--- config.mk ---
export PLATFORM = sky130hd
export DESIGN_NAME = tsf_port
export DESIGN_NICKNAME = d
export VERILOG_FILES = /design/src/rtl/tsf_pkg.sv /design/src/rtl/tsf_clkdiv.sv /design/src/rtl/tsf_framer.sv /design/src/rtl/tsf_regfile.sv /design/src/rtl/tsf_port.sv
export SDC_FILE = /design/constraint.sdc
export NUM_CORES = 1
export LEC_CHECK = 0
export ABC_AREA = 0
export BUFFER_PORTS_ARGS = -buffer_cell sky130_fd_sc_hd__buf_2
export CORE_MARGIN = 4
export CORE_UTILIZATION = 32
export CTS_CLUSTER_SIZE = 24
export DETAILED_ROUTE_END_ITERATION = 16
export GPL_TIMING_DRIVEN = 0
export PLACE_DENSITY = 0.46
export SLEW_MARGIN = 0
export SYNTH_ARGS = -nofsm -noshare
export SYNTH_HDL_FRONTEND = slang
export SYNTH_SLANG_ARGS = --single-unit
--- constraint.sdc ---
create_clock -name mclk -period 3.2 [get_ports mclk]
set_input_delay 0.16 -clock mclk [delete_from_list [all_inputs] [get_ports mclk]]
set_output_delay 0.16 -clock mclk [all_outputs]
set_load 0.005 [all_outputs]
--- src/rtl/tsf_pkg.sv ---
// Shared constants for the serial frame port: frame geometry, slot
// positions (as SCLK period indices within a frame) and register addresses.
package tsf_pkg;
    localparam int SAMPLE_W = 16;
    localparam int CNT_W    = 8;
    localparam int ADDR_W   = 5;
    localparam int DATA_W   = 8;
    localparam int NUM_ADDR = 1 << ADDR_W;

    localparam logic [CNT_W-1:0] SLOT_LAST     = 8'd15;
    localparam logic [CNT_W-1:0] SEC_SYNC      = 8'd127;
    localparam logic [CNT_W-1:0] SEC_FIRST     = 8'd128;
    localparam logic [CNT_W-1:0] SEC_ADDR_DONE = 8'd134;
    localparam logic [CNT_W-1:0] SEC_DATA_HI   = 8'd135;
    localparam logic [CNT_W-1:0] SEC_DATA_LO   = 8'd142;
    localparam logic [CNT_W-1:0] SEC_LAST      = 8'd143;
    localparam logic [CNT_W-1:0] FRAME_LAST    = 8'd255;

    localparam logic [ADDR_W-1:0] REG_CTRL = 5'd1;
    localparam logic [ADDR_W-1:0] REG_DIV  = 5'd2;
endpackage

--- src/rtl/tsf_clkdiv.sv ---
// Bit clock generator. Toggles sclk every 'half' MCLK cycles (0 acts as 1)
// and flags the MCLK cycle in which sclk rises or falls, so that all other
// logic stays in the MCLK domain. Assumes half may change at any time.
module tsf_clkdiv #(
    parameter int CW = 8
) (
    input  logic          clk,
    input  logic          rst_n,
    input  logic [CW-1:0] half,
    output logic          sclk,
    output logic          rise_en,
    output logic          fall_en
);
    logic [CW-1:0] hcnt;
    logic [CW-1:0] lim;
    logic          term;

    // Terminal count of the current half period.
    assign lim     = (half == '0) ? '0 : half - 1'b1;
    assign term    = (hcnt >= lim);
    assign rise_en = term & ~sclk;
    assign fall_en = term & sclk;

    // Half-period counter and clock toggle.
    always_ff @(posedge clk) begin
        if (!rst_n) begin
            hcnt <= '0;
            sclk <= 1'b0;
        end else if (term) begin
            hcnt <= '0;
            sclk <= ~sclk;
        end else begin
            hcnt <= hcnt + 1'b1;
        end
    end
endmodule

--- src/rtl/tsf_framer.sv ---
// Frame sequencer. Counts SCLK periods 0..255 and latches the request for
// the second slot at the fall that ends primary bit 15. Drives the slot
// marker for the period before each active slot. Assumes one-cycle strobes.
module tsf_framer
    import tsf_pkg::*;
(
    input  logic             clk,
    input  logic             rst_n,
    input  logic             rise_en,
    input  logic             fall_en,
    input  logic             req_in,
    output logic [CNT_W-1:0] cnt,
    output logic             sec_active,
    output logic             fsync
);
    // Period index; reset so that the first full period is the marker period.
    always_ff @(posedge clk) begin
        if (!rst_n)       cnt <= 8'd254;
        else if (rise_en) cnt <= cnt + 1'b1;
    end

    // Second-slot request, held from the end of the primary slot to frame end.
    always_ff @(posedge clk) begin
        if (!rst_n)
            sec_active <= 1'b0;
        else if (rise_en && cnt == FRAME_LAST)
            sec_active <= 1'b0;
        else if (fall_en && cnt == SLOT_LAST)
            sec_active <= req_in;
    end

    assign fsync = (cnt == FRAME_LAST) || (cnt == SEC_SYNC && sec_active);
endmodule

--- src/rtl/tsf_regfile.sv ---
// Control register file of 32 addresses by 8 bits. Only the lowest NUM_REGS
// addresses hold storage; the rest read zero and drop writes. Register 1
// bit 0 selects wide mode; register 2 is the clock half-divisor.
module tsf_regfile
    import tsf_pkg::*;
#(
    parameter int NUM_REGS     = 24,
    parameter int DIV_HALF_RST = 2
) (
    input  logic              clk,
    input  logic              rst_n,
    input  logic              we,
    input  logic [ADDR_W-1:0] waddr,
    input  logic [DATA_W-1:0] wdata,
    input  logic [ADDR_W-1:0] raddr,
    output logic [DATA_W-1:0] rdata,
    output logic              wide,
    output logic [DATA_W-1:0] half
);
    logic [DATA_W-1:0] mem [NUM_ADDR];

    for (genvar g = 0; g < NUM_ADDR; g++) begin : g_ent
        if (g < NUM_REGS) begin : g_used
            logic [DATA_W-1:0] q;
            // One storage entry with its reset value.
            always_ff @(posedge clk) begin
                if (!rst_n)
                    q <= (g == int'(REG_DIV)) ? DATA_W'(DIV_HALF_RST) : '0;
                else if (we && waddr == ADDR_W'(g))
                    q <= wdata;
            end
            assign mem[g] = q;
        end else begin : g_unused
            assign mem[g] = '0;
        end
    end

    assign rdata = mem[raddr];
    assign wide  = mem[REG_CTRL][0];
    assign half  = mem[REG_DIV];
endmodule

--- src/rtl/tsf_port.sv ---
// Serial frame port top. Shifts the primary slot (rx sample out, tx sample
// in) every frame and the optional second slot (one register access). The
// request source is chosen by the wide bit. Single MCLK domain; SCLK is a
// generated output, not a clock inside the block.
module tsf_port
    import tsf_pkg::*;
#(
    parameter int NUM_REGS     = 24,
    parameter int DIV_HALF_RST = 2
) (
    input  logic                mclk,
    input  logic                rst_n,
    input  logic                sdi,
    input  logic                fc,
    input  logic [SAMPLE_W-1:0] rx_sample,
    output logic                sclk,
    output logic                fsync,
    output logic                sdo,
    output logic [SAMPLE_W-1:0] tx_sample,
    output logic                tx_valid
);
    logic                rise_en, fall_en, sec_active, wide, we, rd_on, req_in;
    logic [CNT_W-1:0]    cnt, nxt, dsel;
    logic [DATA_W-1:0]   half, rdata;
    logic [ADDR_W-1:0]   rd_addr;
    logic [SAMPLE_W-1:0] tx_sh, sec_sh, rx_hold;

    tsf_clkdiv #(.CW(DATA_W)) u_div (
        .clk(mclk), .rst_n(rst_n), .half(half),
        .sclk(sclk), .rise_en(rise_en), .fall_en(fall_en)
    );

    tsf_framer u_frm (
        .clk(mclk), .rst_n(rst_n), .rise_en(rise_en), .fall_en(fall_en),
        .req_in(req_in), .cnt(cnt), .sec_active(sec_active), .fsync(fsync)
    );

    tsf_regfile #(.NUM_REGS(NUM_REGS), .DIV_HALF_RST(DIV_HALF_RST)) u_regs (
        .clk(mclk), .rst_n(rst_n), .we(we), .waddr(sec_sh[12:8]),
        .wdata(sec_sh[7:0]), .raddr(rd_addr), .rdata(rdata),
        .wide(wide), .half(half)
    );

    assign req_in = wide ? fc : sdi;
    assign nxt    = cnt + 1'b1;
    assign dsel   = SEC_DATA_LO - nxt;
    assign we     = fall_en && sec_active && cnt == SEC_LAST && !sec_sh[13];

    // Primary-slot receive shifter and transmit sample hand-off.
    always_ff @(posedge mclk) begin
        if (!rst_n) begin
            tx_sh     <= '0;
            tx_sample <= '0;
            tx_valid  <= 1'b0;
        end else begin
            tx_valid <= 1'b0;
            if (fall_en && cnt <= SLOT_LAST) begin
                tx_sh <= {tx_sh[SAMPLE_W-2:0], sdi};
                if (cnt == SLOT_LAST) begin
                    tx_sample <= wide ? {tx_sh[SAMPLE_W-2:0], sdi}
                                      : {tx_sh[SAMPLE_W-2:0], 1'b0};
                    tx_valid  <= 1'b1;
                end
            end
        end
    end

    // Second-slot shifter and read-address capture after bit 9.
    always_ff @(posedge mclk) begin
        if (!rst_n) begin
            sec_sh  <= '0;
            rd_addr <= '0;
            rd_on   <= 1'b0;
        end else begin
            if (fall_en && sec_active && cnt >= SEC_FIRST && cnt <= SEC_LAST)
                sec_sh <= {sec_sh[SAMPLE_W-2:0], sdi};
            if (rise_en && cnt == FRAME_LAST)
                rd_on <= 1'b0;
            else if (fall_en && sec_active && cnt == SEC_ADDR_DONE) begin
                rd_addr <= {sec_sh[3:0], sdi};
                rd_on   <= sec_sh[4];
            end
        end
    end

    // Serial output: one bit per SCLK rise, zero outside active bits.
    always_ff @(posedge mclk) begin
        if (!rst_n) begin
            sdo     <= 1'b0;
            rx_hold <= '0;
        end else if (rise_en) begin
            if (nxt == '0) begin
                rx_hold <= rx_sample;
                sdo     <= rx_sample[SAMPLE_W-1];
            end else if (nxt <= SLOT_LAST)
                sdo <= rx_hold[~nxt[3:0]];
            else if (rd_on && nxt >= SEC_DATA_HI && nxt <= SEC_DATA_LO)
                sdo <= rdata[dsel[2:0]];
            else
                sdo <= 1'b0;
        end
    end
endmodule

=== Word-level counts from Yosys, hierarchy flattened ===
Index checks and enable logic that the tools add are counted.

* Equality and inequality tests: 28
* Add/subtract/negate cells: 4
* $lt $le $gt $ge: 10
* Bitwise gates (word level): 7
* Reduce and logical (&&, ||, !) cells: 47
* Multiplexer cells: 14

{| class="wikitable"
|+ Operators by type and width
! kind !! count
|-
| binary-select mux 8 bit (select 5 bit) || 1
|-
| == test 5 x 4 -> 1 bit, second input constant || 8
|-
| == test 5 bit, second input constant || 8
|-
| logical AND 1 bit || 36
|-
| == test 8 bit, second input constant || 3
|-
| two-way mux 8 bit || 3
|-
| == test 5 x 3 -> 1 bit, second input constant || 4
|-
| adder 8 x 1 -> 8 bit, second input constant || 2
|-
| greater-or-equal comparator 8 bit, second input constant || 2
|-
| less-or-equal comparator 8 x 4 -> 1 bit, second input constant || 2
|-
| less-or-equal comparator 8 bit, second input constant || 2
|-
| logical NOT 8 bit || 2
|-
| == test 5 x 2 -> 1 bit, second input constant || 2
|-
| == test 8 x 4 -> 1 bit, second input constant || 1
|-
| == test 8 x 7 -> 1 bit, second input constant || 1
|-
| greater-or-equal comparator 8 bit || 1
|-
| two-way mux 1 bit || 8
|-
| AND reduction 2 bit || 4
|-
| subtractor 8 x 1 -> 8 bit, second input constant || 1
|-
| greater-or-equal comparator 6 bit, second input constant || 1
|-
| inverter 5 -> 6 bit || 1
|-
| == test 5 x 1 -> 1 bit, second input constant || 1
|-
| logical NOT 5 bit || 1
|-
| < comparator 4 x 5 -> 1 bit, second input constant || 1
|-
| 10 further kinds || 14
|}

* Output and inout port bits: 20
* Bits of input ports: 20
* Register bits: 279
* Logic and storage cells: 146

=== Logic depth before layout (Yosys ltp) ===
* Depth in word-level cells: 9
* Gate-level depth with buffers: 17
* Gate-level depth less buffers: 14

=== Modules after synthesis ===
A second synthesis with hierarchy kept.

* Cells, all modules: 1495
* Area total of the unflattened synthesis: 13461.7 µm²

{| class="wikitable"
|+ By module, submodules not included
! module !! cells each !! sequential area each (µm²) !! times used !! area an instance (µm²)
|-
| tsf_regfile || 1019 || 3843.7 || 1 || 9162.5
|-
| tsf_port || 337 || 1381.3 || 1 || 3088.0
|-
| tsf_clkdiv || 88 || 180.2 || 1 || 764.5
|-
| tsf_framer || 51 || 180.2 || 1 || 446.7
|}

=== Least setup slack after synthesis ===
OpenSTA, ideal clock, no wires.

* Path type: register to register
* From: register u_regs.g_ent[2].g_used.q[0] (netlist: u_regs.half[0])
* To: register u_regs.g_ent[0].g_used.q[1]
* Buffers on the path: 3
* Required time: 3.068 ns
* Path slack: -0.293 ns
* Arrival time: 3.361 ns
* Setup time: 0.132 ns
* Clock period less this slack: 3.493 ns
* Cell stages (with the launch flop): 18
* Path through: dfxtp_1 -> inv_1 -> ha_1 -> nand2_1 -> nor3_1 -> nand2b_1 -> and2_1 -> ha_1 -> nor2b_1 -> o21ai_1 -> a211oi_2 -> or2_1 -> buf_6 -> or4b_4 -> buf_6 -> or3_1 -> buf_6 -> mux2i_1

* Cells in the longest elaborated chain, start to end: 8
* Elaborated cells on any way between the ends: 9
* Those cells by class: 1 x add/sub; 1 x order compare; 1 x mux; 1 x bitwise; 5 x reduce/logical

{| class="wikitable"
|+ RTL lines
! item !! RTL line !! RTL
|-
| start, declared || tsf_regfile.sv:24 || <nowiki>logic [DATA_W-1:0] q;</nowiki>
|-
| start signal, assigned || tsf_regfile.sv:28 || <nowiki>q <= (g == int'(REG_DIV)) ? DATA_W'(DIV_HALF_RST) : '0;</nowiki>
|-
| start signal, assigned || tsf_regfile.sv:30 || <nowiki>q <= wdata;</nowiki>
|-
| subtractor 8 x 1 -> 8 bit / logical NOT 8 bit (equally long branches) || tsf_clkdiv.sv:19 || <nowiki>assign lim = (half == '0) ? '0 : half - 1'b1;</nowiki>
|-
| two-way mux 8 bit (*) || tsf_clkdiv.sv:19 ||
|-
| greater-or-equal comparator 8 bit (*) || tsf_clkdiv.sv:20 || <nowiki>assign term = (hcnt >= lim);</nowiki>
|-
| AND 1 bit (*) || tsf_clkdiv.sv:22 || <nowiki>assign fall_en = term & sclk;</nowiki>
|-
| logical AND 1 bit (*) (3 in series) || tsf_port.sv:47 || <nowiki>assign we = fall_en && sec_active && cnt == SEC_LAST && !sec_sh[13];</nowiki>
|-
| logical AND 1 bit (*) || tsf_regfile.sv:29 || <nowiki>else if (we && waddr == ADDR_W'(g))</nowiki>
|-
| end signal, assigned || tsf_regfile.sv:28 ||
|-
| end signal, assigned || tsf_regfile.sv:30 ||
|-
| end, declared || tsf_regfile.sv:24 ||
|}

Every way passes the cells marked *; elsewhere a longest branch is shown, timed or not.
A chain may end at the register's enable or synchronous reset.

=== Worst setup path in the final report ===
* From: register u_regs.g_ent[2].g_used.q[3] (netlist: u_regs.half[3])
* To: register u_regs.g_ent[0].g_used.q[3]

Same word-level chain as after synthesis.

==> results.py <==
metrics = {
    "clock_network": {
        "cts_sinks": 279,
        "clk_latency_ps": 520,
        "path_clk_slew_ps": 60,
        "cts-root-buf": "clkbuf_16",
        "cts_tree": "done",
        "clockBufferDepth": 3,
        "cts_htree_levels": 2,
        "cts_buffers": 34,
    },
    "global_routing": {
        "overflow": 0,
        "grt_busiest_layer": "met2",
        "grt_pass1_wl_mm": 61.7,
        "track_usage_pct": 19.0,
        "grtUsageMet1_pct": 26.6,
        "gr-usage-met2_pct": 30.9,
        "met3_usage_pct": 2.59,
        "antenna_found_initial": 0,
        "grt_max_degree": 18,
        "grt_pass1_vias": 9819,
    },
    "drt": {
        "dr.pass1.iters": 7,
        "postRouteAntennaNets": 0,
        "vias_per_cell": 5.07,
        "drc": 0,
        "vias": 9826,
        "wirelength_mm": 40.7,
        "wl_per_cell_um": 21.0,
        "drtIter0Drc": 610,
    },
    "pwr": {
        "power-per-cell-area_nw_per_um2": 548,
        "p_leak_nw": 6.06,
        "ir_worst_vdd_uv": 254,
    },
    "finish": {
        "antennaDiodeCount": 0,
        "drive_above_1_share_pct": 19.8,
        "final_common_cell": "nand2_1",
        "fill_cells": 3842,
        "fin_area_um2": 15800,
        "finalNetCount": 1433,
        "final_util_pct": 40.6,
        "mostFrequentLayoutCells": "nand2_1, dfxtp_1, mux2i_1",
        "synthToLayoutAreaGrowth_pct": 24.9,
    },
    "yosys": {
        "synth_area_um2": 12700,
        "ys_warn_count": 0,
        "synthCells": 1261,
        "ys_ff_latch": 279,
        "yosysSeqAreaShare_pct": 44.1,
        "synth_edf_count": 0,
        "async_flop_share_pct": 0,
        "avgSynthCellArea_um2": 10.0,
        "syn-num-nets": 1295,
        "synthFlopType": "dfxtp_1",
        "yosysUniqueCellTypes": 59,
    },
    "floorplan": {
        "start_util_pct": 32.5,
        "die_w_um": 207,
        "die-area_um2": 42800,
        "die_h_um": 207,
        "core_um2": 38900,
        "fp-row-count": 72,
        "io_pins": 40,
    },
    "setup_path": {
        "worstRegToRegCells": 14,
        "cp-start-kind": "register",
        "slowest_delay_ps": 570,
        "timing.rr.end": "u_regs.g_ent[0].g_used.q[3]",
        "crit_slowest_cell": "or4b_4",
        "worstSetupPathType": "register to register",
        "r2r_start": "u_regs.half[3]",
        "cp_num_buf_inv": 1,
        "critical_path_required_ps": 3560,
        "r2r_slack_ps": -190,
        "path_cells": "nor3_4, nand2_4, nor3_4, nand2b_4, and2_4, ha_4, nor2b_1, o21ai_2, a211oi_4, or2_1, buf_6, or4b_4, or3_4, mux2i_1",
        "crit_path_end_kind": "register",
        "cp_max_fo": 8,
        "critPathArrivalTime_ps": 3760,
        "crit_path_frequent_cell": "nor3_4",
        "path_delay_family": "simple AND/OR/NAND/NOR gates",
    },
    "place": {
        "placed_area_um2": 13500,
        "hpwlAfterDp_mm": 28.1,
        "io_buffers": 38,
        "dpl_worst_slack_ps": -1050,
        "place.gp.congestion": 0.843,
    },
    "sta": {
        "slew_headroom_pct": 37.3,
        "min_period_ps": 3390,
        "max_slew.worst_pin.slew_ps": 940,
        "finalClockSkew_ps": 12.9,
        "slew_violations": 0,
        "setup_violations": 85,
        "fin_ws_ps": -191,
        "rsz0062_at_grt": "yes",
        "min_period_over_period_pct": 106,
        "finalHoldViolations": 0,
        "fmax_mhz": 295,
    },
    "worst_hold_path": {
        "whs_path_depth": 3,
        "holdPathEnd": "u_regs.g_ent[3].g_used.q[1]",
        "hp-class": "primary input to register",
        "min_from": "rst_n",
    },
    "job": {
        "maxCapViolations": 0,
    },
    "status": {
        "violations": "setup timing",
        "outcome": "finished, violations left",
    },
}
## synth_stat cells (10+ instances only)
cell	instances	share of area, %
a21boi_0	31	1.8
buf_2	13	0.51
clkbuf_1	64	1.9
dfxtp_1	279	44
ha_1	14	1.4
mux2_2	10	0.89
mux2i_1	242	19
mux4_2	47	8.4
nand2_1	313	9.3
nand3_1	17	0.67
nor2_1	31	0.92
nor2b_1	45	2.2
nor3_1	17	0.67
xor2_1	12	0.83
## sequential cells by signal, summed over array words and instances (netlist names)
signal,flops
rd_addr,5
rd_on,1
rx_hold,16
sdo,1
sec_sh,14
tx_sample,16
tx_sh,15
tx_valid,1
u_div.hcnt,8
u_div.sclk,1
u_frm.cnt,8
u_frm.sec_active,1
u_regs.g_ent.g_used.q,184
u_regs.half,8
## metrics by stage
step	instances	total power [mW]	TNS (ps)	hold WS, ps
finish	1939	8.66	-6400	201
global route	1939	8.99	-35760	221
CTS	1923	8.64	-11440	177
detailed placement	1817	4.62	-140820	433
global placement	1817	4.62	-135960	423
floorplan	1261	4.32	-3050	305
## report_power, final
part           total (mW)  leakage (nW)  switching, mW  internal, mW
clock network        3.86         0.548           1.50          2.37
registers            3.58          2.25         0.0592          3.52
logic                1.22          3.27          0.716         0.499
total                8.66          6.06           2.27          6.39
## how the worst max path moves through the flow
stage / depth (start not counted) / slack [ps] / startpoint / endpoint
after global placement: 13 / -1010 / u_regs.half[2] / u_regs.g_ent[19].g_used.q[3]
after global routing: 14 / -350 / u_regs.half[2] / u_regs.g_ent[0].g_used.q[5]
after detailed placement: 15 / -1050 / u_regs.half[1] / u_regs.g_ent[19].g_used.q[2]
final: 14 / -190 / u_regs.half[3] / u_regs.g_ent[0].g_used.q[3]
after CTS: 15 / -250 / u_regs.half[4] / u_regs.g_ent[0].g_used.q[3]
after floorplan: 16 / -140 / u_regs.half[4] / u_regs.g_ent[0].g_used.q[1]
## repair_timing
action / in CTS / in global routing
resized for setup: 73 / 56
cloned: 0 / 0
hold endpoints to repair: 20 / 0
pin swaps: 21 / 21
endpoints found under the setup margin: 239 / 257
hold buffers: 18 / 0
buffers inserted: 33 / 18
## layer usage
layer  up-vias  wire length, um
met5         -                0
met4         0              983
met3        62             1540
met2       216            18800
met1      4882            19400
li1       4666                -
## tightest hold or removal path, cell delays in order
cell      delay, ps
clkbuf_1        290
nand2_1         160
mux2i_1          60
## cells by family after synthesis
group / count (synthesis) / synth area share, %
AND/OR/NAND/NOR: 473 / 16.7
multiplexers: 299 / 28.4
flip-flops: 279 / 44.1
buffers and inverters: 96 / 3.30
AO/OA/AOI/OAI: 81 / 4.72
XOR/XNOR: 19 / 1.32
adder cells (fa/ha/maj): 14 / 1.38
## area by class of cell
type	count	area, um2	share of cell area [%]
buffer	83	398	2.52
clock buffer	55	1070	6.79
clock inverter	3	43.8	0.277
inverter	9	40.0	0.253
multi-input combinational	886	7060	44.7
sequential	279	5600	35.5
tap	518	648	4.10
timing repair buffer	106	936	5.92
Power figures use the tool's default switching activity.
